**src/rtl/fpm_pkg.sv**
```systemverilog
// Shared types for the page-mode DRAM controller.
// Assumes: the state set below covers every strobe combination the controller uses.
package fpm_pkg;

    typedef enum logic [2:0] {
        ST_IDLE = 3'd0,  // no row open, waiting for a request or refresh
        ST_PRE  = 3'd1,  // row strobe high, waiting out precharge and row cycle
        ST_ACT  = 3'd2,  // row strobe low with the row address, before column
        ST_CAS  = 3'd3,  // column strobe low for one column access
        ST_OPEN = 3'd4,  // row open, column strobe high, accepting requests
        ST_COLW = 3'd5,  // page hit accepted, waiting for column spacing
        ST_RCAS = 3'd6,  // refresh: column strobe low first
        ST_RRAS = 3'd7   // refresh: both strobes low
    } fpm_state_e;

    // Index of each spacing timer in the generated timer bank.
    localparam int GAP_RC  = 0;
    localparam int GAP_PC  = 1;
    localparam int GAP_RP  = 2;
    localparam int GAP_NUM = 3;

    // True for every state that holds the row strobe low.
    function automatic logic ras_low(input fpm_state_e s);
        return (s == ST_ACT) || (s == ST_CAS) || (s == ST_OPEN) ||
               (s == ST_COLW) || (s == ST_RRAS);
    endfunction

    // True for every state that holds the column strobe low.
    function automatic logic cas_low(input fpm_state_e s);
        return (s == ST_CAS) || (s == ST_RCAS) || (s == ST_RRAS);
    endfunction

endpackage

```
**src/rtl/fpm_gap_timer.sv**
```systemverilog
// Minimum-spacing timer. It measures the cycles since the last start pulse
// and saturates at LIMIT. ok is high once at least LIMIT cycles have passed.
// Assumes: LIMIT >= 1. Out of reset the spacing counts as already met.
module fpm_gap_timer #(
    parameter int LIMIT = 4
) (
    input  logic clk,
    input  logic rst_n,
    input  logic start,
    output logic ok
);
    localparam int CW = $clog2(LIMIT + 1);
    localparam logic [CW-1:0] LIM_V = CW'(LIMIT);

    logic [CW-1:0] cnt;

    // Restart on a start pulse, otherwise count up to the limit and hold.
    always_ff @(posedge clk) begin
        if (!rst_n)
            cnt <= LIM_V;
        else if (start)
            cnt <= CW'(1);
        else if (cnt < LIM_V)
            cnt <= cnt + CW'(1);
    end

    assign ok = (cnt >= LIM_V);
endmodule

```
**src/rtl/fpm_refresh_sched.sv**
```systemverilog
// Refresh scheduler. A free-running interval counter raises pending once per
// PERIOD cycles. pending stays high until the sequencer acknowledges it.
// Assumes: PERIOD >= 2; an ack in the same cycle as a new tick keeps pending set.
module fpm_refresh_sched #(
    parameter int PERIOD = 780
) (
    input  logic clk,
    input  logic rst_n,
    input  logic ack,
    output logic pending
);
    localparam int PW = $clog2(PERIOD);
    localparam logic [PW-1:0] LAST = PW'(PERIOD - 1);

    logic [PW-1:0] cnt;
    logic          tick;

    assign tick = (cnt == LAST);

    // Interval counter that wraps every PERIOD cycles.
    always_ff @(posedge clk) begin
        if (!rst_n)
            cnt <= '0;
        else if (tick)
            cnt <= '0;
        else
            cnt <= cnt + PW'(1);
    end

    // Pending flag: set on each tick, cleared on acknowledge.
    always_ff @(posedge clk) begin
        if (!rst_n)
            pending <= 1'b0;
        else if (tick)
            pending <= 1'b1;
        else if (ack)
            pending <= 1'b0;
    end
endmodule

```
**src/rtl/fpm_dram_ctrl.sv**
```systemverilog
// Page-mode DRAM controller top. Host requests become multiplexed row/column
// strobe sequences. The last row stays open for page hits, and refresh is
// inserted between accesses.
// Assumes: T_RAC > T_CAC, T_RC > T_RAC, T_PC > T_CAC; all timings in cycles.
module fpm_dram_ctrl
    import fpm_pkg::*;
#(
    parameter int ROW_W      = 10,
    parameter int COL_W      = 10,
    parameter int DATA_W     = 16,
    parameter int T_RAC      = 6,
    parameter int T_RC       = 11,
    parameter int T_CAC      = 2,
    parameter int T_PC       = 4,
    parameter int REF_PERIOD = 780,
    localparam int AW  = ROW_W + COL_W,
    localparam int MAW = (ROW_W > COL_W) ? ROW_W : COL_W
) (
    input  logic              clk,
    input  logic              rst_n,
    input  logic              req_valid,
    input  logic              req_write,
    input  logic [AW-1:0]     req_addr,
    input  logic [DATA_W-1:0] req_wdata,
    output logic              req_ready,
    output logic              rsp_valid,
    output logic [DATA_W-1:0] rsp_rdata,
    output logic [MAW-1:0]    dram_addr,
    output logic              dram_ras_n,
    output logic              dram_cas_n,
    output logic              dram_we_n,
    output logic              dram_oe_n,
    output logic [DATA_W-1:0] dram_dq_out,
    output logic              dram_dq_oe,
    input  logic [DATA_W-1:0] dram_dq_in
);
    localparam int RCD = T_RAC - T_CAC;   // row-to-column delay
    localparam int T_RP = T_RC - T_RAC;   // precharge with row strobe high
    localparam int SW  = $clog2(T_RAC + 1);

    fpm_state_e          state, nxt;
    logic [SW-1:0]       step, step_load;
    logic [ROW_W-1:0]    cur_row;
    logic [COL_W-1:0]    cur_col;
    logic                cur_wr;
    logic [DATA_W-1:0]   cur_wdata;
    logic                have_req;
    logic                ref_pend, ref_ack;
    logic                req_fire, page_hit, cas_done;
    logic [ROW_W-1:0]    req_row;
    logic [COL_W-1:0]    req_col;
    logic [GAP_NUM-1:0]  gap_start, gap_ok;

    assign req_row  = req_addr[AW-1 -: ROW_W];
    assign req_col  = req_addr[COL_W-1:0];
    assign req_fire = req_valid && req_ready;
    assign page_hit = (state == ST_OPEN) && (req_row == cur_row);
    assign cas_done = (state == ST_CAS) && (step == '0);
    assign ref_ack  = (state == ST_IDLE) && (nxt == ST_RCAS);

    // Spacing timers: row cycle, column cycle and precharge, one per index.
    for (genvar g = 0; g < GAP_NUM; g++) begin : g_gap
        fpm_gap_timer #(
            .LIMIT((g == GAP_RC) ? T_RC : (g == GAP_PC) ? T_PC : T_RP)
        ) u_gap (
            .clk  (clk),
            .rst_n(rst_n),
            .start(gap_start[g]),
            .ok   (gap_ok[g])
        );
    end

    // Timer start events come from strobe edges implied by the state change.
    always_comb begin
        gap_start         = '0;
        gap_start[GAP_RC] = ras_low(nxt) && !ras_low(state);
        gap_start[GAP_RP] = ras_low(state) && !ras_low(nxt);
        gap_start[GAP_PC] = (nxt == ST_CAS) && (state != ST_CAS);
    end

    fpm_refresh_sched #(.PERIOD(REF_PERIOD)) u_ref (
        .clk    (clk),
        .rst_n  (rst_n),
        .ack    (ref_ack),
        .pending(ref_pend)
    );

    // Next-state decision for the strobe sequencer.
    always_comb begin
        nxt = state;
        unique case (state)
            ST_IDLE: begin
                if (req_fire)
                    nxt = ST_PRE;
                else if (ref_pend && gap_ok[GAP_RC] && gap_ok[GAP_RP])
                    nxt = ST_RCAS;
            end
            ST_PRE: begin
                if (gap_ok[GAP_RC] && gap_ok[GAP_RP])
                    nxt = have_req ? ST_ACT : ST_IDLE;
            end
            ST_ACT:  if (step == '0) nxt = ST_CAS;
            ST_CAS:  if (step == '0) nxt = ST_OPEN;
            ST_OPEN: begin
                if (req_fire)
                    nxt = page_hit ? ST_COLW : ST_PRE;
                else if (ref_pend)
                    nxt = ST_PRE;
            end
            ST_COLW: if (gap_ok[GAP_PC]) nxt = ST_CAS;
            ST_RCAS: nxt = ST_RRAS;
            ST_RRAS: if (step == '0) nxt = ST_PRE;
            default: nxt = ST_IDLE;
        endcase
    end

    // Dwell length, minus one, for each timed state on entry.
    always_comb begin
        unique case (nxt)
            ST_ACT:  step_load = SW'(RCD - 1);
            ST_CAS:  step_load = SW'(T_CAC - 1);
            ST_RRAS: step_load = SW'(T_RAC - 1);
            default: step_load = '0;
        endcase
    end

    // State register and dwell counter.
    always_ff @(posedge clk) begin
        if (!rst_n) begin
            state <= ST_IDLE;
            step  <= '0;
        end else begin
            state <= nxt;
            if (nxt != state)
                step <= step_load;
            else if (step != '0)
                step <= step - SW'(1);
        end
    end

    // Latch an accepted request; the row register also tracks the open row.
    always_ff @(posedge clk) begin
        if (!rst_n) begin
            cur_row   <= '0;
            cur_col   <= '0;
            cur_wr    <= 1'b0;
            cur_wdata <= '0;
            have_req  <= 1'b0;
        end else begin
            if (req_fire) begin
                cur_row   <= req_row;
                cur_col   <= req_col;
                cur_wr    <= req_write;
                cur_wdata <= req_wdata;
                have_req  <= 1'b1;
            end else if (cas_done) begin
                have_req  <= 1'b0;
            end
        end
    end

    // Capture read data at the end of the column pulse and flag it for a cycle.
    always_ff @(posedge clk) begin
        if (!rst_n) begin
            rsp_valid <= 1'b0;
            rsp_rdata <= '0;
        end else begin
            rsp_valid <= cas_done && !cur_wr;
            if (cas_done && !cur_wr)
                rsp_rdata <= dram_dq_in;
        end
    end

    // Strobes, address mux and data drive decoded from the registered state.
    always_comb begin
        dram_ras_n  = !ras_low(state);
        dram_cas_n  = !cas_low(state);
        dram_we_n   = !((state == ST_CAS) && cur_wr);
        dram_oe_n   = !((state == ST_CAS) && !cur_wr);
        dram_dq_oe  = (state == ST_CAS) && cur_wr;
        dram_dq_out = cur_wdata;
        if ((state == ST_IDLE) || (state == ST_PRE) || (state == ST_ACT))
            dram_addr = MAW'(cur_row);
        else
            dram_addr = MAW'(cur_col);
    end

    assign req_ready = ((state == ST_IDLE) || (state == ST_OPEN)) && !ref_pend;

endmodule

```
**config.mk**
```make
export PLATFORM = sky130hd
export DESIGN_NAME = fpm_dram_ctrl
export DESIGN_NICKNAME = d
export VERILOG_FILES = /design/src/rtl/fpm_pkg.sv /design/src/rtl/fpm_gap_timer.sv /design/src/rtl/fpm_refresh_sched.sv /design/src/rtl/fpm_dram_ctrl.sv
export SDC_FILE = /design/constraint.sdc
export NUM_CORES = 1
export LEC_CHECK = 0
export BUFFER_PORTS_ARGS = -buffer_cell sky130_fd_sc_hd__buf_4
export CELL_PAD_IN_SITES_DETAIL_PLACEMENT = 1
export CELL_PAD_IN_SITES_GLOBAL_PLACEMENT = 2
export CORE_MARGIN = 2
export CORE_UTILIZATION = 30
export DETAILED_ROUTE_END_ITERATION = 6
export PLACE_DENSITY_LB_ADDON = 0.1
export SYNTH_ARGS = -nofsm -noshare
export SYNTH_HDL_FRONTEND = slang
export SYNTH_HIERARCHICAL = 1
export SYNTH_SLANG_ARGS = --single-unit
```
**constraint.sdc**
```tcl
create_clock -name clk -period 3.1 [get_ports clk]
set_clock_uncertainty 0.15 [all_clocks]
set_input_delay 0.31 -clock clk [delete_from_list [all_inputs] [get_ports clk]]
set_output_delay 0.31 -clock clk [all_outputs]
set_load 0.05 [all_outputs]
```
# After elaboration in Yosys (flattened, before gate mapping)

Cells that the tools add are included.

Register bits: 82
Latch bits: 0
Memory bits (writable): 0
Bits in read-only memories: 0
Bits of input ports: 56
Output and inout port bits: 49
Memories: 0

Add/subtract/negate cells: 5
Multiply operators: 0
Div/mod/pow operators: 0
Order comparisons: 6
Equality and inequality tests: 17
Shifts and indexed selects: 0
Multiplexer cells: 26
Bitwise logic cells: 1
Reductions and logical operators: 47

Operator list:

| operator                                                 | number |
|---|---|
| 2-to-1 mux 3 bit                                         | 16 |
| equality test 3 bit, second input constant               | 8 |
| one-hot mux 3 bit (8 select lines)                       | 1 |
| logical AND 1 bit                                        | 14 |
| logical OR 1 bit                                         | 13 |
| equality test 3 x 2 -> 1 bit, second input constant      | 4 |
| nonzero test 2 bit                                       | 6 |
| adder 10 x 1 -> 10 bit, second input constant            | 1 |
| equality test 10 bit                                     | 1 |
| equality test 10 bit, second input constant              | 1 |
| 2-to-1 mux 10 bit                                        | 1 |
| one-hot mux 3 bit (3 select lines)                       | 1 |
| 2-to-1 mux 4 bit                                         | 2 |
| OR reduction 2 bit                                       | 4 |
| logical NOT 1 bit                                        | 7 |
| adder 3 x 1 -> 3 bit, second input constant              | 2 |
| greater-or-equal comparator 3 bit, second input constant | 2 |
| logical NOT 3 bit                                        | 2 |
| < comparator 3 bit, second input constant                | 2 |
| adder 4 x 1 -> 4 bit, second input constant              | 1 |
| greater-or-equal comparator 4 bit, second input constant | 1 |
| < comparator 4 bit, second input constant                | 1 |
| 2-to-1 mux 1 bit                                         | 4 |
| equality test 3 x 1 -> 1 bit, second input constant      | 1 |
| 6 further kinds                                          | 6 |

# Depth between registers and ports, before layout

Gate-level depths: netlist (run 1).

Word-level depth: 14
Gate-level depth with buffers: 12
Mapped depth without buffers: 11

# Modules after synthesis

Netlist (run 1), hierarchy kept.

Modules (own cells, without submodules):

| module                          | instances | cells each | area each (µm²) | sequential area each (µm²) |
|---|---|---|---|---|
| fpm_dram_ctrl                   | 1         | 365        | 2,884.0         | 1,221.2 |
| fpm_refresh_sched               | 1         | 50         | 469.2           | 220.2 |
| fpm_gap_timer at g_gap[2].u_gap | 1         | 17         | 175.2           | 60.1 |
| fpm_gap_timer at g_gap[0].u_gap | 1         | 16         | 172.7           | 80.1 |
| fpm_gap_timer at g_gap[1].u_gap | 1         | 14         | 143.9           | 60.1 |

# Worst setup path before layout (run 1)

No wires, ideal clock.

Kind: reg-to-reg
Start: reg state[1]
End: reg g_gap[2].u_gap.cnt[1]
Setup time: 0.076 ns
Data arrival time: 2.819 ns
Path slack: 0.055 ns
Stages on the path, launching flop included: 9
Buffers on the path: 1
Cells stage by stage: dfxtp_1 -> buf_2 -> nor3_1 -> nand2_1 -> o221a_2 -> mux2i_1 -> and2b_1 -> nor2b_1 -> a21boi_0

Cells in the longest elaborated chain, start to end: 14
Elaborated cells between the ends (all ways): 39
Classes of those cells: eq/ne (12); mux (11); reduce/logical (16)

RTL lines:

| what                                                            | RTL line                                  | RTL |
|---|---|---|
| start, declared                                                 | fpm_dram_ctrl.sv:41                       | `fpm_state_e state, nxt;` |
| start signal, assigned                                          | fpm_dram_ctrl.sv:133                      | `state <= nxt;` |
| equality test 3 bit / logical NOT 3 bit (equally long branches) | fpm_dram_ctrl.sv:188                      | `assign req_ready = ((state == ST_IDLE) \|\| (state == ST_OPEN)) && !ref_pend;` |
| logical OR 1 bit *                                              | fpm_dram_ctrl.sv:188                      |  |
| logical AND 1 bit *                                             | fpm_dram_ctrl.sv:188                      |  |
| via req_ready                                                   | fpm_dram_ctrl.sv:25                       | `output logic req_ready,` |
| logical AND 1 bit *                                             | fpm_dram_ctrl.sv:56                       | `assign req_fire = req_valid && req_ready;` |
| 2-to-1 mux 3 bit, on equally long branches                      | fpm_dram_ctrl.sv:105, fpm_dram_ctrl.sv:93 |  |
| one-hot mux 3 bit (8 select lines) *                            | fpm_dram_ctrl.sv:91                       | `unique case (state)` |
| equality test 3 x 2 -> 1 bit                                    | fpm_pkg.sv:24                             | `return (s == ST_ACT) \|\| (s == ST_CAS) \|\| (s == ST_OPEN) \|\|` |
| logical OR 1 bit (3 in a row)                                   | fpm_pkg.sv:24                             |  |
| logical OR 1 bit *                                              | fpm_pkg.sv:25                             | `(s == ST_COLW) \|\| (s == ST_RRAS);` |
| logical NOT 1 bit *                                             | fpm_dram_ctrl.sv:77                       | `gap_start[GAP_RP] = ras_low(state) && !ras_low(nxt);` |
| logical AND 1 bit *                                             | fpm_dram_ctrl.sv:77                       |  |
| via gap_start[2]                                                | fpm_dram_ctrl.sv:52                       | `logic [GAP_NUM-1:0] gap_start, gap_ok;` |
| OR reduction 2 bit (no source line) *                           | --                                        |  |
| end signal, assigned                                            | fpm_gap_timer.sv:24                       | `cnt <= cnt + CW'(1);` |
| end, declared                                                   | fpm_gap_timer.sv:15                       | `logic [CW-1:0] cnt;` |

The timed path passes the listed nets; every way through them passes the cells marked *.
A chain may end at the register's enable or synchronous reset.

# Worst setup path in the final report (run 1)

Start: reg state[2]
End: reg g_gap[2].u_gap.cnt[1]

Cells in the longest elaborated chain, start to end: 14
Elaborated cells between the ends (all ways): 39
Classes of those cells: eq/ne (12); mux (11); reduce/logical (16)

RTL lines:

| what                                                            | RTL line |
|---|---|
| equality test 3 bit / logical NOT 3 bit (equally long branches) | -- |
| logical OR 1 bit                                                | fpm_dram_ctrl.sv:188 |
| logical AND 1 bit                                               | fpm_dram_ctrl.sv:188 |
| logical AND 1 bit                                               | fpm_dram_ctrl.sv:56 |
| 2-to-1 mux 3 bit, on equally long branches                      | fpm_dram_ctrl.sv:105, fpm_dram_ctrl.sv:93 |
| one-hot mux 3 bit (8 select lines)                              | fpm_dram_ctrl.sv:91 |
| equality test 3 x 2 -> 1 bit                                    | fpm_pkg.sv:24 |
| logical OR 1 bit (3 in a row)                                   | fpm_pkg.sv:24 |
| logical OR 1 bit                                                | fpm_pkg.sv:25 |
| logical NOT 1 bit                                               | fpm_dram_ctrl.sv:77 |
| logical AND 1 bit *                                             | fpm_dram_ctrl.sv:77 |
| via gap_start[2]                                                | fpm_dram_ctrl.sv:52 |
| OR reduction 2 bit (no source line) *                           | -- |

Marked as above.

==> flow_summary.ini, run 1 <==
[cts]
cts-root-buf = clkbuf_16
htreeDepth = 3
cts_resized = 0
cts_tree = yes
cts-buffers-inserted = 9
clock_path_buffers = 2
cts_sinks = 82
clkTransAtPathRegs_ns = 0.06
postCtsSetupBuffers = 0
worst_skew_pair.late_latency_ns = 0.34
ctsHoldBuffers = 0

[synthesis]
yosys.area.top_type = dfxtp_1
yosysMostFrequentCell = nand2_1
syn_nets = 530
ys.flop_type = dfxtp_1
synth.distinct_cells = 63
synth.yosys.seq_area_share_pct = 42.7
ys_async_sr_fraction_pct = 0
synthTopCellsByArea = dfxtp_1, nand2_1, a21oi_1
netlist_top_cells_count = nand2_1, dfxtp_1, a21oi_1, clkbuf_1, xnor2_1
synth_edf_count = 0
synth_warnings = 6
synth-seq-cells = 82
yosys.area.top_type_share_pct = 42.7
synth_area_um2 = 3840
synth_area_per_cell_um2 = 8.32
syn_inst = 462

[place]
hpwl_um = 7840
numPortBuffers = 104
place.gp.congestion = 0.778

[worst_setup_path]
cp_data_required_time_ns = 3.22
crit_arrival_ns = 2.89
crit_path_end_kind = flop
crit_end = g_gap[2].u_gap/cnt[1]
crit_start = state[2]
rrSetupSlack_ns = 0.33
worstSetupPathType = reg2reg
critPathLaunchType = flop
worstPathMaxFanout = 12
r2r-start = state[2]
timing.rr.end = g_gap[2].u_gap/cnt[1]
r2r_cells = 11

[cells_and_area]
drive_above_1_share_pct = 28.6
diodes = 0
finish.utilization_pct = 40.8
areaGrowthSynthToFinish_pct = 33.4
nNetsFinal = 632

[route]
drt_pre_antenna_iters = 4
drc = 0
via_per_inst = 4.80
vias = 3554
ant_nets = 0
dr.first_iter.drc_count = 142
drt-wirelength-per-cell_um = 14.6
wl_um = 10800

[timing]
timing.hold.ws_ns = 0.0591
min_period_ns = 2.77
rsz0062_at_grt = no
fin_setup_tns_ns = 0
hold_violations = 0
clock.fmax_ghz = 0.361
post-route-period-util_pct = 89.5
maxSlewViolCount = 0
max_slew_margin_pct = 64.7
finalSetupViolations = 0
worst_pin_slew_ns = 0.529

[worst_hold_path]
hp-class = in2reg

[floorplanning]
die_area_um2 = 13700
core_um2 = 12600
rows = 41
start_util_pct = 30.6
io_pins = 105
die_height_um = 117
die_w_um = 117

[global_route]
gr-total-overflow = 0
grt_pass1_wl_um = 17000
grt_usage_pct = 16.0
grt_pass1_vias = 3493
antenna_found_initial = 0
grt_max_degree = 39
grtUsageMet2_pct = 25.7
met1_usage_pct = 19.7
gr-usage-met3_pct = 5.15
busiest_layer = met2

[power]
p_int_uw = 2770
switching_share_pct = 41.0
power_density_nw_per_um2 = 917
p_seq_share_pct = 29.7
clkPwrFrac_pct = 23.5
pwr-share-comb_pct = 46.9
switching_power_uw = 1930
ir_drop_uv = 262
total_power_uw = 4700
p_leak_uw = 0.00211

[flow_run]
maxCapViolCount = 0

[status]
outcome = finished clean
[how the worst min path moves through the flow]
stage                              start               endpoint  cells past startpoint
after floorplan                    rst_n  g_gap[2].u_gap/cnt[2]                      1
final                     dram_dq_in[10]          rsp_rdata[10]                      3
after global placement        cur_col[3]             cur_col[3]                      2
after global routing        req_wdata[5]         dram_dq_out[5]                      3
after CTS                 dram_dq_in[10]          rsp_rdata[10]                      3
after detailed placement      cur_col[3]             cur_col[3]                      2
[metrics by stage]
step / setup slack (ns) / area (um^2) / instances
floorplan: 0.0550 / 3840 / 462
global placement: 0.312 / 4820 / 725
detailed placement: 0.180 / 4820 / 725
CTS: 0.175 / 5130 / 741
global route: 0.113 / 5130 / 741
finish: 0.326 / 5130 / 741
[cell usage in the layout, fill, tap and decap left out, drive strengths merged, types with 2 or more instances in the layout]
cell type,count
buf,116
and2,2
nor2b,6
clkbuf,13
nor3b,5
nor3,6
nand3b,3
a21oi,63
a211o,3
a21boi,2
nand3,5
o21ai,15
nand2,119
inv,13
nor4,2
o31ai,3
or3,5
nand4,6
ha,12
xnor2,17
clkinv,2
a21o,2
dfxtp,82
a31oi,3
mux2,11
and3,4
nor2,16
nand2b,2
mux2i,8
[power by group through the flow]
stage,logic (uW),registers [uW],clock network [uW]
floorplan,1460,1550,0
global placement,2190,1400,0
detailed placement,2220,1420,0
CTS,2230,1390,1150
global route,2400,1420,1200
finish,2200,1400,1100
[final cells by class]
cell class / count / area (um^2)
Multi-Input combinational cell: 342 / 2040
Clock buffer: 13 / 260
Sequential cell: 82 / 1640
Inverter: 13 / 48.8
Timing Repair Buffer: 116 / 871
Tap cell: 172 / 215
Clock inverter: 3 / 47.5
Fill cell: 1542 / 7440
[logic make-up after synthesis]
family | after synthesis | synth area share (%)
multiplexers | 19 | 5.30
flip-flops | 82 | 42.7
AO/OA/AOI/OAI | 102 | 15.7
buffers and inverters | 38 | 4.20
XOR/XNOR | 18 | 4.10
adder cells (fa/ha/maj) | 12 | 3.90
AND/OR/NAND/NOR | 191 | 24.1
[layer usage]
layer | part of all wire (%) | vias up
met5 | 0 | -
met4 | 1.8 | 0
met3 | 5.5 | 16
met2 | 49 | 64
met1 | 44 | 1696
li1 | - | 1778
[registers in the layout, summed over array words and instances, names as in the netlist]
| name | flops |
|---|---|
| cur_col | 10 |
| cur_row | 10 |
| cur_wr | 1 |
| dram_dq_out | 16 |
| g_gap.u_gap/cnt | 10 |
| have_req | 1 |
| rsp_rdata | 16 |
| rsp_valid | 1 |
| state | 3 |
| step | 3 |
| u_ref/cnt | 10 |
| u_ref/pending | 1 |
[worst max-delay path, cell delays in order, from the launching register on]
cell and delay [ns]:
dfxtp_2 0.46, inv_1 0.15, ha_1 0.22, nor3_1 0.27, nor2b_2 0.29, buf_4 0.19
a31oi_1 0.13, o211ai_1 0.18, mux2i_1 0.14, and2b_1 0.20, nor2b_1 0.14, a21boi_0 0.17
Note: power is estimated with default switching activity, not from simulation.
==> run 2: changes to the inputs <==
--- a/config.mk
+++ b/config.mk
@@ -5,12 +5,14 @@
 export SDC_FILE = /design/constraint.sdc
 export NUM_CORES = 1
 export LEC_CHECK = 0
-export BUFFER_PORTS_ARGS = -buffer_cell sky130_fd_sc_hd__buf_4
+export BUFFER_PORTS_ARGS = -buffer_cell sky130_fd_sc_hd__buf_2
 export CELL_PAD_IN_SITES_DETAIL_PLACEMENT = 1
 export CELL_PAD_IN_SITES_GLOBAL_PLACEMENT = 2
 export CORE_MARGIN = 2
 export CORE_UTILIZATION = 30
 export DETAILED_ROUTE_END_ITERATION = 6
+export GPL_TIMING_DRIVEN = 0
+export MAX_ROUTING_LAYER = met4
 export PLACE_DENSITY_LB_ADDON = 0.1
 export SYNTH_ARGS = -nofsm -noshare
 export SYNTH_HDL_FRONTEND = slang
==> flow_summary.ini, run 2 (synthesis results as in run 1) <==
[place]
numPortBuffers = 104
place_area_um2 = 4580
hpwl_um = 8230
place.gp.congestion = 0.798

[floorplanning]
core_um2 = 12600
io_pins = 105
die_height_um = 117
die_w_um = 117
rows = 41
start_util_pct = 30.6
die_area_um2 = 13700

[cts]
cts-buffers-inserted = 9
cts-root-buf = clkbuf_16
htreeDepth = 3
cts_sinks = 82
worst_skew_pair.late_latency_ns = 0.35
clkTransAtPathRegs_ns = 0.07
clock_path_buffers = 2
cts_tree = yes

[cells_and_area]
diodes = 0
nFillCells = 1554
final_common_cell = nand2_1
drive_above_1_share_pct = 28.5
areaGrowthSynthToFinish_pct = 28.3
layout_common_cells = nand2_1, buf_2, dfxtp_1
nNetsFinal = 648
postLayoutCellArea_um2 = 4930

[global_route]
grt_pass1_vias = 3627
antenna_found_initial = 0
grt_pass1_wl_um = 17600
grt_max_degree = 17
gr-total-overflow = 0
grt_usage_pct = 17.3

[timing]
clock.fmax_ghz = 0.347
rsz0062_at_grt = no
post-route-period-util_pct = 93.0
max_slew_margin_pct = 61.9
min_period_ns = 2.88
hold_violations = 0
finalSetupViolations = 0
maxSlewViolCount = 0
worst_pin_slew_ns = 0.572

[route]
via_per_inst = 4.76
drt-wirelength-per-cell_um = 14.7
drc = 0
dr.first_iter.drc_count = 110
vias = 3601
wl_um = 11200
ant_nets = 0
drt_pre_antenna_iters = 6

[power]
p_int_uw = 2610
ir_drop_uv = 307
total_power_uw = 4640
switching_share_pct = 43.7
p_leak_uw = 0.00207
p_seq_share_pct = 30.0
pwr-share-comb_pct = 47.5
power_density_nw_per_um2 = 939
switching_power_uw = 2030
clkPwrFrac_pct = 22.5

[flow_run]
maxCapViolCount = 0

[worst_setup_path]
critPathLaunchType = flop
worstPathMaxFanout = 10
crit_arrival_ns = 3.01
cp_data_required_time_ns = 3.22
crit_path_end_kind = flop
worstSetupPathType = reg2reg

[status]
outcome = finished clean

[worst_hold_path]
hp-class = in2reg
-- run 2: changes by cell type in the layout (fill, tap and decap cells not counted), sizes merged --
cell      delta
buf          -1
bufinv       -1
clkbuf      +13
inv          +3
clkinvlp     +2
-- run 2: final timing paths --
| kind | from | to | slack [ns] | cells after the start |
|---|---|---|---|---|
| setup / recovery | state[1] | g_gap[2].u_gap/cnt[1] | 0.22 | 12 |
| hold / removal | req_wdata[15] | dram_dq_out[15] | 0.04 | 3 |
| setup reg to reg | state[1] | g_gap[2].u_gap/cnt[1] | 0.22 | 12 |
| hold reg to reg | dram_dq_out[4] | dram_dq_out[4] | 0.30 | 2 |
-- run 2: metal layers --
layer	share of wire [%]	GRT usage [%]	vias up
met5	0	-	-
li1	-	-	1809
met2	49	28.5	71
met3	5.6	6.44	19
met4	2.0	5.33	0
met1	43	19.5	1702
-- run 2: critical path, cell delays in order (launching register included) --
cell and delay (ns):
dfxtp_1 0.38, buf_6 0.17, clkinvlp_4 0.16, ha_1 0.27
nor3_4 0.24, nor2b_4 0.20, buf_6 0.16, a21oi_1 0.09
o221a_2 0.30, mux2i_1 0.16, and2b_1 0.21, nor2b_1 0.14
a21boi_0 0.18
-- run 2: metrics by stage --
| stage | TNS (ns) | setup slack (ns) | utilization [%] | instances | hold WS [ns] |
|---|---|---|---|---|---|
| after CTS | 0 | 0.0512 | 38.8 | 754 | 0.0244 |
| final | 0 | 0.217 | 39.3 | 757 | 0.0386 |
| after detailed placement | -0.169 | -0.104 | 36.4 | 738 | 0.296 |
| after floorplan | 0 | 0.0550 | - | 462 | 0.225 |
| after global routing | 0 | 0.0111 | 39.3 | 757 | 0.0324 |
| after global placement | -0.613 | -0.178 | 36.4 | 738 | 0.289 |
-- run 2: area by class of cell --
class / instances / area [um^2] / share of cell area (%)
Multi-Input combinational cell: 342 / 2080 / 42.1
Clock buffer: 9 / 225 / 4.56
Timing Repair Buffer: 107 / 543 / 11.0
Tap cell: 172 / 215 / 4.36
Clock inverter: 7 / 61.3 / 1.24
Buffer: 25 / 119 / 2.41
Sequential cell: 82 / 1640 / 33.3
Inverter: 13 / 52.6 / 1.06
-- run 2: power by group through the flow --
| stage | sequential [uW] | combinational [uW] | clock (uW) |
|---|---|---|---|
| 2_1_floorplan | 1550 | 1460 | 0 |
| 3_3_place_gp | 1400 | 2110 | 0 |
| 3_5_place_dp | 1410 | 2140 | 0 |
| 4_1_cts | 1390 | 2160 | 1090 |
| 5_1_grt | 1420 | 2410 | 1130 |
| 6_report | 1390 | 2200 | 1040 |
-- run 2: what timing repair did --
item                       CTS  global route
setup endpoints to repair   17            21
pin swaps                    0             0
hold buffers                 0             0
buffers inserted             0             3
resized for setup            3             9
hold endpoints to repair     0             0
==> run 3: changes to the inputs <==
--- a/config.mk
+++ b/config.mk
@@ -5,16 +5,16 @@
 export SDC_FILE = /design/constraint.sdc
 export NUM_CORES = 1
 export LEC_CHECK = 0
+export ABC_AREA = 1
 export BUFFER_PORTS_ARGS = -buffer_cell sky130_fd_sc_hd__buf_2
 export CELL_PAD_IN_SITES_DETAIL_PLACEMENT = 1
 export CELL_PAD_IN_SITES_GLOBAL_PLACEMENT = 2
 export CORE_MARGIN = 2
-export CORE_UTILIZATION = 30
+export CORE_UTILIZATION = 28
 export DETAILED_ROUTE_END_ITERATION = 6
 export GPL_TIMING_DRIVEN = 0
 export MAX_ROUTING_LAYER = met4
 export PLACE_DENSITY_LB_ADDON = 0.1
 export SYNTH_ARGS = -nofsm -noshare
 export SYNTH_HDL_FRONTEND = slang
-export SYNTH_HIERARCHICAL = 1
 export SYNTH_SLANG_ARGS = --single-unit
==> flow_summary.ini, run 3 <==
[synthesis]
syn_nets = 582
synth_area_per_cell_um2 = 7.29
yosysMostFrequentCell = nand2_1
syn_inst = 519
synth-seq-cells = 82
ys.flop_type = dfxtp_1
yosys.area.top_type_share_pct = 43.4
netlist_top_cells_count = nand2_1, dfxtp_1, a21oi_1, nand3_1, inv_1
synth.distinct_cells = 34
synth_area_um2 = 3780
synth.yosys.seq_area_share_pct = 43.4
synth_warnings = 0
ys_async_sr_fraction_pct = 0
synth_edf_count = 0
yosys.area.top_type = dfxtp_1
synthTopCellsByArea = dfxtp_1, nand2_1, a21oi_1

[global_route]
antenna_found_initial = 0
grt_pass1_vias = 3745
grt_usage_pct = 17.0
grt_pass1_wl_um = 18700
grt_max_degree = 14
gr-total-overflow = 0

[cts]
ctsHoldBuffers = 0
postCtsSetupBuffers = 0
cts-root-buf = clkbuf_16
clock_path_buffers = 2
cts_resized = 0
cts_tree = yes
clkTransAtPathRegs_ns = 0.06
cts_sinks = 82
worst_skew_pair.late_latency_ns = 0.34
cts-buffers-inserted = 9
htreeDepth = 3

[timing]
post-route-period-util_pct = 79.1
finalWorstSetupSlack_ns = 0.648
finalSetupViolations = 0
clock.fmax_ghz = 0.408
max_slew_margin_pct = 55.1
min_period_ns = 2.45
hold_violations = 0
fin_setup_tns_ns = 0
rsz0062_at_grt = no
maxSlewViolCount = 0
worst_pin_slew_ns = 0.674

[cells_and_area]
areaGrowthSynthToFinish_pct = 27.0
nFillCells = 1719
diodes = 0
final_common_cell = nand2_1
drive_above_1_share_pct = 23.4
layout_common_cells = nand2_1, buf_2, dfxtp_1
nNetsFinal = 695

[power]
power_density_nw_per_um2 = 684
p_leak_uw = 0.00219
ir_drop_uv = 313
p_seq_share_pct = 37.2
pwr-share-comb_pct = 30.4
p_int_uw = 2100
switching_share_pct = 36.2
clkPwrFrac_pct = 32.4
switching_power_uw = 1190

[place]
dp_slack_ns = 0.949
place.gp.congestion = 0.802
hpwl_um = 8730
numPortBuffers = 102

[route]
drc = 0
drt_pre_antenna_iters = 4
dr.first_iter.drc_count = 137
via_per_inst = 4.57
ant_nets = 0
vias = 3713
drt-wirelength-per-cell_um = 14.3
wl_um = 11600

[floorplanning]
start_util_pct = 28.6
die_area_um2 = 14500
die_w_um = 120
rows = 42
die_height_um = 120
core_um2 = 13200
io_pins = 105

[flow_run]
maxCapViolCount = 0

[worst_setup_path]
critPathLaunchType = flop
cp_data_required_time_ns = 2.64
worstSetupPathType = reg2out
r2r_cells = 10
crit_path_end_kind = primary output
worstPathMaxFanout = 10
crit_arrival_ns = 1.99

[worst_hold_path]
hp-class = in2reg
min_path_cells = 3

[status]
outcome = finished clean
run 3: final timing paths:
kind                               from               endpoint  slack (ns)
setup / recovery               state[2]           dram_addr[6]        0.65
hold reg to reg           rsp_rdata[14]          rsp_rdata[14]        0.31
hold / removal            dram_dq_in[0]           rsp_rdata[0]        0.08
setup reg to reg  g_gap[0].u_gap.cnt[0]  g_gap[0].u_gap.cnt[1]        0.96
run 3: critical path, stage by stage, from the launching register on:
cell and delay (ns):
dfxtp_1 0.46, inv_2 0.11, nand2_1 0.10, clkbuf_1 0.40, nand2_1 0.13, o21ai_0 0.14, buf_2 0.31
run 3: final cells by class:
type | count | area [um^2] | share of cell area (%)
Buffer | 26 | 121 | 2.53
Clock buffer | 12 | 236 | 4.92
Clock inverter | 4 | 52.6 | 1.09
Inverter | 55 | 211 | 4.40
Multi-Input combinational cell | 356 | 1810 | 37.7
Sequential cell | 82 | 1640 | 34.2
Tap cell | 176 | 220 | 4.58
Timing Repair Buffer | 102 | 510 | 10.6
run 3: power by group through the flow:
| stage | sequential, uW | clock (uW) | combinational (uW) |
|---|---|---|---|
| floorplan | 1310 | 0 | 678 |
| global placement | 1240 | 0 | 992 |
| detailed placement | 1250 | 0 | 1010 |
| CTS | 1220 | 1100 | 1010 |
| global route | 1240 | 1150 | 1100 |
| finish | 1220 | 1060 | 1000 |
run 3: cells by family after synthesis:
family	share of synthesized area, %
mux	0.298
xor+xnor	2.31
flops	43.4
compound gates	13.9
buf+inv	8.80
fa+ha+maj	2.31
simple gates	29.0
run 3: layer usage:
layer / track usage [%] / wire length (um) / part of all wire (%)
met5: - / 0 / 0
met4: 6.32 / 179 / 1.5
met1: 22.6 / 5760 / 49
met2: 26.2 / 5280 / 45
met3: 2.69 / 417 / 3.6
run 3: metrics by stage:
stage	instances	cell area [um^2]	utilization (%)	hold WS (ns)	total power, uW
floorplan	519	3780	-	0.291	1990
global placement	797	4510	34.1	0.295	2230
detailed placement	797	4510	34.1	0.303	2250
CTS	813	4800	36.3	0.0697	3340
global route	813	4800	36.3	0.0855	3490
finish	813	4800	36.3	0.0848	3290
